$ cat src/rtl/iwin_pkg.sv
package iwin_pkg;
  typedef enum logic [1:0] {
    RG_NONE = 2'd0,
    RG_CA   = 2'd1,
    RG_PE   = 2'd2,
    RG_TRIG = 2'd3
  } region_t;

  localparam int SEL_W  = 12;
  localparam int DATA_W = 32;
endpackage

$ cat src/rtl/iwin_decode.sv
module iwin_decode
  import iwin_pkg::*;
(
  input  logic [SEL_W-1:0] sel,
  input  logic [1:0]       idx,
  output region_t          region
);
  logic idx_ok;
  assign idx_ok = (idx <= 2'd1);

  always_comb begin
    region = RG_NONE;
    if (idx_ok) begin
      if (sel[11:10] == 2'b00)
        region = RG_CA;
      else if (sel[11:7] == 5'b01000)
        region = RG_PE;
      else if (sel[11:5] == 7'b0100100 && idx == 2'd0)
        region = RG_TRIG;
    end
  end
endmodule

$ cat src/rtl/iwin_irq_store.sv
module iwin_irq_store
  import iwin_pkg::*;
#(
  parameter int N_IRQ    = 38,
  parameter int CTL_BITS = 4
) (
  input  logic              clk,
  input  logic              rst,
  input  logic              wr_en,
  input  region_t           region,
  input  logic              fsel,
  input  logic [9:0]        grp_a,
  input  logic [6:0]        grp_p,
  input  logic [DATA_W-1:0] wdata,
  output logic [DATA_W-1:0] rdata
);
  localparam logic [7:0] FORCE_ONES = 8'((1 << (8 - CTL_BITS)) - 1);
  localparam logic [7:0] CTL_RST    = 8'hFF;
  localparam logic [7:0] ATTR_RST   = 8'hC0;

  logic [DATA_W-1:0] part [N_IRQ];

  for (genvar i = 0; i < N_IRQ; i++) begin : g_irq
    localparam int         LA = i % 4;
    localparam int         LP = i % 32;
    localparam logic [9:0] GA = 10'(i / 4);
    localparam logic [6:0] GP = 7'(i / 32);

    logic       hit_a, hit_p;
    logic [7:0] ctl_q, attr_q;
    logic       pend_q, en_q;

    assign hit_a = (region == RG_CA) && (grp_a == GA);
    assign hit_p = (region == RG_PE) && (grp_p == GP);

    always_ff @(posedge clk) begin
      if (rst) begin
        ctl_q  <= CTL_RST;
        attr_q <= ATTR_RST;
        pend_q <= 1'b0;
        en_q   <= 1'b0;
      end else if (wr_en) begin
        if (hit_a) begin
          if (fsel) attr_q <= wdata[8*LA +: 8];
          else      ctl_q  <= wdata[8*LA +: 8] | FORCE_ONES;
        end
        if (hit_p) begin
          if (fsel)           en_q   <= wdata[LP];
          else if (attr_q[1]) pend_q <= wdata[LP];
        end
      end
    end

    always_comb begin
      part[i] = '0;
      if (hit_a)
        part[i] = DATA_W'(fsel ? attr_q : ctl_q) << (8 * LA);
      else if (hit_p)
        part[i] = DATA_W'(fsel ? en_q : pend_q) << LP;
    end
  end

  always_comb begin
    rdata = '0;
    for (int i = 0; i < N_IRQ; i++) rdata |= part[i];
  end
endmodule

$ cat src/rtl/iwin_trig_bank.sv
module iwin_trig_bank
  import iwin_pkg::*;
#(
  parameter int N_TRIG = 4
) (
  input  logic              clk,
  input  logic              rst,
  input  logic              wr_en,
  input  region_t           region,
  input  logic [4:0]        slot,
  input  logic [DATA_W-1:0] wdata,
  output logic [DATA_W-1:0] rdata
);
  logic [DATA_W-1:0] trig_q [N_TRIG];

  for (genvar j = 0; j < N_TRIG; j++) begin : g_trig
    always_ff @(posedge clk) begin
      if (rst)
        trig_q[j] <= '0;
      else if (wr_en && region == RG_TRIG && slot == 5'(j))
        trig_q[j] <= wdata;
    end
  end

  always_comb begin
    rdata = '0;
    if (region == RG_TRIG)
      for (int j = 0; j < N_TRIG; j++)
        if (slot == 5'(j)) rdata = trig_q[j];
  end
endmodule

$ cat src/rtl/irq_csr_window.sv
module irq_csr_window
  import iwin_pkg::*;
#(
  parameter int N_IRQ    = 38,
  parameter int CTL_BITS = 4,
  parameter int N_TRIG   = 4
) (
  input  logic        clk,
  input  logic        rst,
  input  logic [11:0] csr_sel,
  input  logic [1:0]  csr_idx,
  input  logic        csr_rd,
  input  logic        csr_wr,
  input  logic [31:0] csr_wdata,
  output logic [31:0] csr_rdata,
  output logic        csr_rvalid
);
  region_t           region;
  logic [DATA_W-1:0] store_rd, trig_rd;
  logic [DATA_W-1:0] rdata_q;
  logic              rvalid_q;

  iwin_decode dec_i (
    .sel    (csr_sel),
    .idx    (csr_idx),
    .region (region)
  );

  iwin_irq_store #(.N_IRQ(N_IRQ), .CTL_BITS(CTL_BITS)) store_i (
    .clk    (clk),
    .rst    (rst),
    .wr_en  (csr_wr),
    .region (region),
    .fsel   (csr_idx[0]),
    .grp_a  (csr_sel[9:0]),
    .grp_p  (csr_sel[6:0]),
    .wdata  (csr_wdata),
    .rdata  (store_rd)
  );

  iwin_trig_bank #(.N_TRIG(N_TRIG)) trig_i (
    .clk    (clk),
    .rst    (rst),
    .wr_en  (csr_wr),
    .region (region),
    .slot   (csr_sel[4:0]),
    .wdata  (csr_wdata),
    .rdata  (trig_rd)
  );

  always_ff @(posedge clk) begin
    if (rst) begin
      rdata_q  <= '0;
      rvalid_q <= 1'b0;
    end else begin
      rvalid_q <= csr_rd;
      if (csr_rd) begin
        unique case (region)
          RG_CA, RG_PE: rdata_q <= store_rd;
          RG_TRIG:      rdata_q <= trig_rd;
          default:      rdata_q <= '0;
        endcase
      end
    end
  end

  assign csr_rdata  = rdata_q;
  assign csr_rvalid = rvalid_q;
endmodule

$ cat config.mk
export PLATFORM = sky130hd
export DESIGN_NAME = irq_csr_window
export DESIGN_NICKNAME = d
export VERILOG_FILES = /design/src/rtl/iwin_pkg.sv /design/src/rtl/iwin_decode.sv /design/src/rtl/iwin_irq_store.sv /design/src/rtl/iwin_trig_bank.sv /design/src/rtl/irq_csr_window.sv
export SDC_FILE = /design/constraint.sdc
export NUM_CORES = 2
export LEC_CHECK = 0
export ABC_CLOCK_PERIOD_IN_PS = 4400
export BUFFER_PORTS_ARGS = -buffer_cell sky130_fd_sc_hd__buf_2
export CAP_MARGIN = 5
export CORE_UTILIZATION = 56
export CTS_CLUSTER_DIAMETER = 50
export DETAILED_ROUTE_END_ITERATION = 7
export PLACE_DENSITY = 0.81
export SYNTH_ARGS = -nofsm -noshare
export SYNTH_HDL_FRONTEND = slang
export SYNTH_SLANG_ARGS = --single-unit
$ cat constraint.sdc
create_clock -name clk -period 4.4 [get_ports clk]
set_clock_uncertainty 0.05 [all_clocks]
set_input_delay 0.22 -clock clk [delete_from_list [all_inputs] [get_ports clk]]
set_output_delay 0.22 -clock clk [all_outputs]
set_load 0.03 [all_outputs]
# --- Word level (Yosys, flattened, before mapping) ---
# Memories as Yosys holds them, arrays and structs flattened.
# Index checks and enable logic that the tools add are counted.
op_classes:
  magnitude_cmp: 1
  eq_ne: 18
  muxes: 179
  n_bitwise: 42
  n_reduce_logical: 84
op_table:
  columns: ["op", "count"]
  rows:
  - ["32-bit 2-to-1 mux", 84]
  - ["32-bit OR", 37]
  - ["8-bit 2-to-1 mux", 38]
  - ["4-bit AND reduction", 38]
  - ["3-bit AND reduction", 22]
  - ["32-bit one-hot mux with 2 select lines", 1]
  - ["1-bit 2-to-1 mux", 52]
  - ["10-bit by 3-bit equality test with 1-bit output (second input constant)", 4]
  - ["10-bit by 2-bit equality test with 1-bit output (second input constant)", 2]
  - ["10-bit by 4-bit equality test with 1-bit output (second input constant)", 2]
  - ["1-bit logical AND", 18]
  - ["10-bit by 1-bit equality test with 1-bit output (second input constant)", 1]
  - ["5-bit by 2-bit equality test with 1-bit output (second input constant)", 2]
  - ["10-bit zero test", 1]
  - ["2-bit 2-to-1 mux", 4]
  - ["7-bit by 1-bit equality test with 1-bit output (second input constant)", 1]
  - ["7-bit by 6-bit equality test with 1-bit output (second input constant)", 1]
  - ["7-bit zero test", 1]
  - ["5-bit by 1-bit equality test with 1-bit output (second input constant)", 1]
  - ["5-bit by 4-bit equality test with 1-bit output (second input constant)", 1]
  - ["5-bit zero test", 1]
  - ["2-bit equality test (second input constant)", 2]
  - ["2-bit zero test", 2]
  - ["1-bit OR", 4]
  - ["4 further kinds", 4]
word_totals:
  ff_bits: 565
  ramBits: 128
  input_bits: 50
  output_inout_bits: 33
  word_cells: 479
  memories: 1
mem_list:
  columns: ["name", "words", "word_bits", "read_ports", "rd_clocked_by_memory_dff", "wr", "line_no", "text"]
  rows:
  - ["trig_i.trig_q", 4, 32, 4, 0, 4, "iwin_trig_bank.sv:14", "logic [DATA_W-1:0] trig_q [N_TRIG];"]

# --- Logic depth before layout (Yosys ltp) ---
logic_depth:
  depth_word: 48
  depth_mapped: 16
  ltp_nobuf: 12

# --- Modules after synthesis ---
# Synthesis repeated with hierarchy kept, for this count alone.
hier_totals:
  hier_cells: 3648
  area_unflattened_um2: 31363.8
modules_own_cells:
  columns: ["mod", "n_inst", "cells_per_inst", "area_per_inst_um2", "seq_area_each_um2"]
  rows:
  - ["iwin_irq_store", 1, 3052, 24287.0, 10650.2]
  - ["iwin_trig_bank", 1, 472, 5706.7, 3843.7]
  - ["irq_csr_window", 1, 117, 1322.5, 660.6]
  - ["iwin_decode", 1, 7, 47.5, 0.0]

# --- Worst setup path after synthesis ---
# Ideal clock, no wire load.
synth_path:
  path_kind: "input to register"
  start: "input port csr_idx[0]"
  end: "memory trig_i.trig_q[1][0], enable pin"
  setup_ns: 0.470
  t_arrival_ns: 4.238
  t_required_ns: 3.880
  path_slack_ns: -0.358
  cell_stages: 9
  n_path_buf: 3
  path_cell_list: "buf_2 > buf_2 > buf_2 > or3_1 > o21ai_0 > and2_1 > ha_1 > nand2_1 > o31ai_1"
synth_lines:
  columns: ["item", "line_no", "text"]
  rows:
  - ["start: declaration", "irq_csr_window.sv:11", "input logic [1:0] csr_idx,"]
  - ["end: declaration", "iwin_trig_bank.sv:14", null]

# --- Worst setup path in the final report ---
layout_path:
  start: "input port csr_idx[0]"
  end: "register store_i.g_irq[8].ctl_q[5]"
layout_via:
  elab_chain_len: 9
  word_cells_on_any_way: 11
  classes_between: "order compare (1); eq/ne (1); mux (4); bitwise (1); reduce/logical (4)"
layout_rtl:
  columns: ["item", "line_no", "text"]
  rows:
  - ["2-bit zero test", "iwin_decode.sv:18", "else if (sel[11:5] == 7'b0100100 && idx == 2'd0)"]
  - ["1-bit logical AND", "iwin_decode.sv:18", null]
  - ["2-bit 2-to-1 mux", "iwin_decode.sv:18", null]
  - ["2-bit 2-to-1 mux", "iwin_decode.sv:16", "else if (sel[11:7] == 5'b01000)"]
  - ["2-bit 2-to-1 mux", "iwin_decode.sv:14", "if (sel[11:10] == 2'b00)"]
  - ["2-bit 2-to-1 mux", "iwin_decode.sv:13", "if (idx_ok) begin"]
  - ["2-bit by 1-bit equality test with 1-bit output", "iwin_irq_store.sv:33", "assign hit_a = (region == RG_CA) && (grp_a == GA);"]
  - ["1-bit logical AND", "iwin_irq_store.sv:33", null]
  - ["3-bit AND reduction (no line) *", null, null]
  - ["end signal: assignment", "iwin_irq_store.sv:45", "else ctl_q <= wdata[8*LA +: 8] | FORCE_ONES;"]
  - ["end: declaration", "iwin_irq_store.sv:30", "logic [7:0] ctl_q, attr_q;"]
# Every way passes the cells marked *; elsewhere a longest branch is shown, timed or not.
# A chain may end at the register's enable or synchronous reset.

==> flow_summary.toml <==
[run_status]
outcome = "finished with violations"
failed_checks = "DRC"

[timing]
min_period_over_period_pct = 73.16
slew-limit-headroom_pct = 12.11
setup_violations = 0
finalHoldViolations = 0
tightestPinTransition_ns = 1.318
timing.fmax_ghz = 0.3106
rsz0062_at_grt = "no"
slew_viol_final = 0
setup_ws_ns = 1.181
final.min_clock_period_ns = 3.219
holdWs_ns = 0.009888

[synth]
synth_nets = 3598
synth-edff-count = 128
yosysSeqAreaShare_pct = 49.44
syn_area_per_cell_sq_um = 8.649
synth_cell_types = 79
synthArstFlopShare_pct = 0
synth.yosys.warnings = 0
ys_seq_elements = 693
syn_inst = 3544
synth_area_sq_um = 30650
synth-main-ff-cell = "dfxtp_1"

[power]
peakVddDrop_mv = 0.2472
comb_power_share_pct = 5.6
netSwitchingFraction_pct = 23.42
power.share.clock_pct = 48.0
power_density_nw_per_um2 = 408.2
leakagePower_nw = 13.33
power.switching_mw = 3.294
p_seq_share_pct = 46.4
totalPowerFinal_mw = 14.06
intPower_mw = 10.77

[detailed_routing]
ant_nets = 0
wl_per_cell_microns = 25.14
vias = 28139
drt_iter0_drc = 4737
first_pass_iters = 8
via_per_inst = 6.573
post-route-drc-count = 7
wirelength_microns = 107600

[clock_tree]
root_buffer = "clkbuf_16"
cts_made_buffers = 75
numClockSinks = 693
cts_tree = "built"
h-tree-depth = 3
cts_buffer_depth = 3
clkSlewWorstSetupHoldPaths_ns = 0.06
post_cts.repair.setup_buffers = 0
insertion_delay_ns = 0.64

[global_routing]
grt_pass1_vias = 26598
grt_overflow_total = 0
antenna_found_initial = 6
grt_max_degree = 201
track_usage_pct = 37.87
grt_pass1_wl_microns = 161000

[hold_path]
min_to = "store_i.g_irq[25].attr_q[1]$_SDFFE_PP0P_"
min_path_cells = 3
hp-start = "csr_wdata[9]"
hp-class = "primary input to flip-flop"

[floorplanning]
dieArea_sq_um = 55680
rows = 85
die_w_microns = 236.0
die_height_microns = 236.0
initial_utilization_pct = 56.85
boundaryPins = 83
core-area_sq_um = 53920

[critical_path]
endpoint_kind = "flip-flop"
crit_path_max_fanout = 19
critPathMaxStageDelay_ns = 0.68
rrSetupSlack_ns = 1.83
critPathSlowestCell = "nor4_4"
critPathLaunch = "csr_idx[0]"
cp.buffers_inverters = 1
critPathLaunchType = "primary input"
path_class = "primary input to flip-flop"
crit_path_cell_trace = "buf_8 > or3_1 > o21ai_0 > and2_1 > ha_1 > or4b_1 > nor4_4 > nand2_1 > nand2_1 > nand3_1"
cp_data_arrival_time_ns = 3.64
r2r-end = "csr_rdata[25]$_SDFFE_PP0P_"
r2r_cells = 6
cp.required_ns = 4.82
reg2reg_from = "store_i.g_irq[3].attr_q[1]$_SDFFE_PP0P_"
crit_top_cell = "nand2_1"
critPathTopFamily = "simple AND/OR/NAND/NOR gates"

[placed_design]
place_hpwl_microns = 67360
port-buffer-count = 82
place.gp.congestion = 1.050
post-place-ws_ns = 0.6984

[cells_and_area]
final_common_cell = "nand2_1"
syn_to_final_growth_pct = 12.39
fill_cells = 4337
final_layout_size_suffix_gt1_share_pct = 12.75
nets = 3578
final_cell_mix = "nand2_1, dfxtp_1, a21oi_1, nand3_1, mux2i_1"

[run]
cap_viol_max_count = 0
[layout make-up]
cell class              instances  area, sq um  share of cell area [%]
inverters                      12        50.05                  0.1453
multi-input cells            2531        14250                   41.35
well taps                     696        870.8                   2.528
clock inverters                34        495.5                   1.438
diodes                          1        2.502                0.007263
flip-flops and latches        693        15150                   43.99
clock buffers                 103         2157                   6.261
repair buffers                211         1474                   4.278
[routing by layer]
metal | up-vias | routed length (microns) | GRT usage, %
met5 | - | 57 | 0
met4 | 8 | 7734 | 24.36
met3 | 546 | 14950 | 10.79
met2 | 2183 | 46740 | 57.01
met1 | 13276 | 38150 | 47.68
li1 | 12126 | - | -
[synth_stat cells, drive strengths merged, types with 5 or more instances]
cell type / n / share of area (%)
o22ai: 69 / 1.4
o31ai: 7 / 0.17
nor2b: 10 / 0.20
a22oi: 23 / 0.56
o22a: 8 / 0.23
mux2i: 205 / 6.7
nor3: 39 / 0.73
buf: 100 / 1.7
mux4: 39 / 2.9
nand3: 226 / 3.7
a31oi: 11 / 0.22
dfxtp: 565 / 37
nand2b: 7 / 0.14
o21ai: 64 / 1.0
and2: 131 / 2.7
o2bb2ai: 5 / 0.14
or4b: 5 / 0.16
nor4: 8 / 0.26
nand2: 1065 / 13
edfxtp: 128 / 13
a221o: 8 / 0.26
or3: 6 / 0.12
clkbuf: 208 / 2.5
o221ai: 5 / 0.14
a221oi: 8 / 0.23
nand4: 7 / 0.14
a211oi: 11 / 0.27
a21oi: 318 / 5.2
nor2: 128 / 1.7
inv: 11 / 0.13
a222oi: 12 / 0.39
mux2: 36 / 1.3
[per-stage QoR]
stage	instances	utilization, %	area, sq um	setup TNS, ns
detailed placement	4135	58.82	31720	0
floorplan	3544	-	30660	-20.72
CTS	4280	63.89	34450	0
global route	4281	63.89	34450	0
finish	4281	63.89	34450	0
global placement	4135	58.82	31720	0
[worst max path at each step]
| stage | to | cells after the start |
|---|---|---|
| after CTS | store_i.g_irq[8].ctl_q[5]$_SDFFE_PP1P_ | 10 |
| after detailed placement | store_i.g_irq[9].ctl_q[4]$_SDFFE_PP1P_ | 10 |
| after floorplan | trig_i.trig_q[3][0]$_SDFFCE_PN0P_ | 9 |
| final | store_i.g_irq[8].ctl_q[5]$_SDFFE_PP1P_ | 10 |
| after global routing | store_i.g_irq[20].ctl_q[7]$_SDFFE_PP1P_ | 12 |
| after global placement | store_i.g_irq[8].ctl_q[6]$_SDFFE_PP1P_ | 10 |
[flip-flops by register name, indices dropped and copies added (netlist names)]
| register | count |
|---|---|
| store_i.g_irq.attr_q | 304 |
| store_i.g_irq.en_q | 38 |
| store_i.g_irq.ctl_q | 152 |
| csr_rdata | 32 |
| csr_rvalid | 1 |
| store_i.g_irq.pend_q | 38 |
| trig_i.trig_q | 128 |
[what timing repair did]
| action | in CTS | in global routing |
|---|---|---|
| gates resized for setup | 0 | 0 |
| hold buffers | 8 | 0 |
| hold endpoints to repair | 88 | 0 |
[kinds of logic (layout without fill, tap and decap cells)]
logic type / after synthesis / count (layout) / share of synthesized area [%]
other cells: 0 / 1 / 0
mux: 280 / 280 / 10.88
fa+ha+maj: 4 / 4 / 0.1633
buf+inv: 320 / 360 / 4.380
compound gates: 586 / 586 / 11.31
simple gates: 1660 / 1660 / 23.79
xor+xnor: 1 / 1 / 0.02858
flops: 693 / 693 / 49.44
[worst min-delay path, cell delays in order]
cell     delay (ns)
buf_2          0.25
nand2_1        0.11
a21oi_1        0.05
[power by group through the flow]
stage               clock [mW]  combinational (mW)  sequential (mW)
floorplan                    0               0.433             6.67
global placement             0               0.728             6.67
detailed placement           0               0.731             6.67
CTS                       6.72               0.741             6.53
global route              7.02               0.785             6.53
finish                    6.75               0.783             6.53
Note: power is estimated with default switching activity, not from simulation.
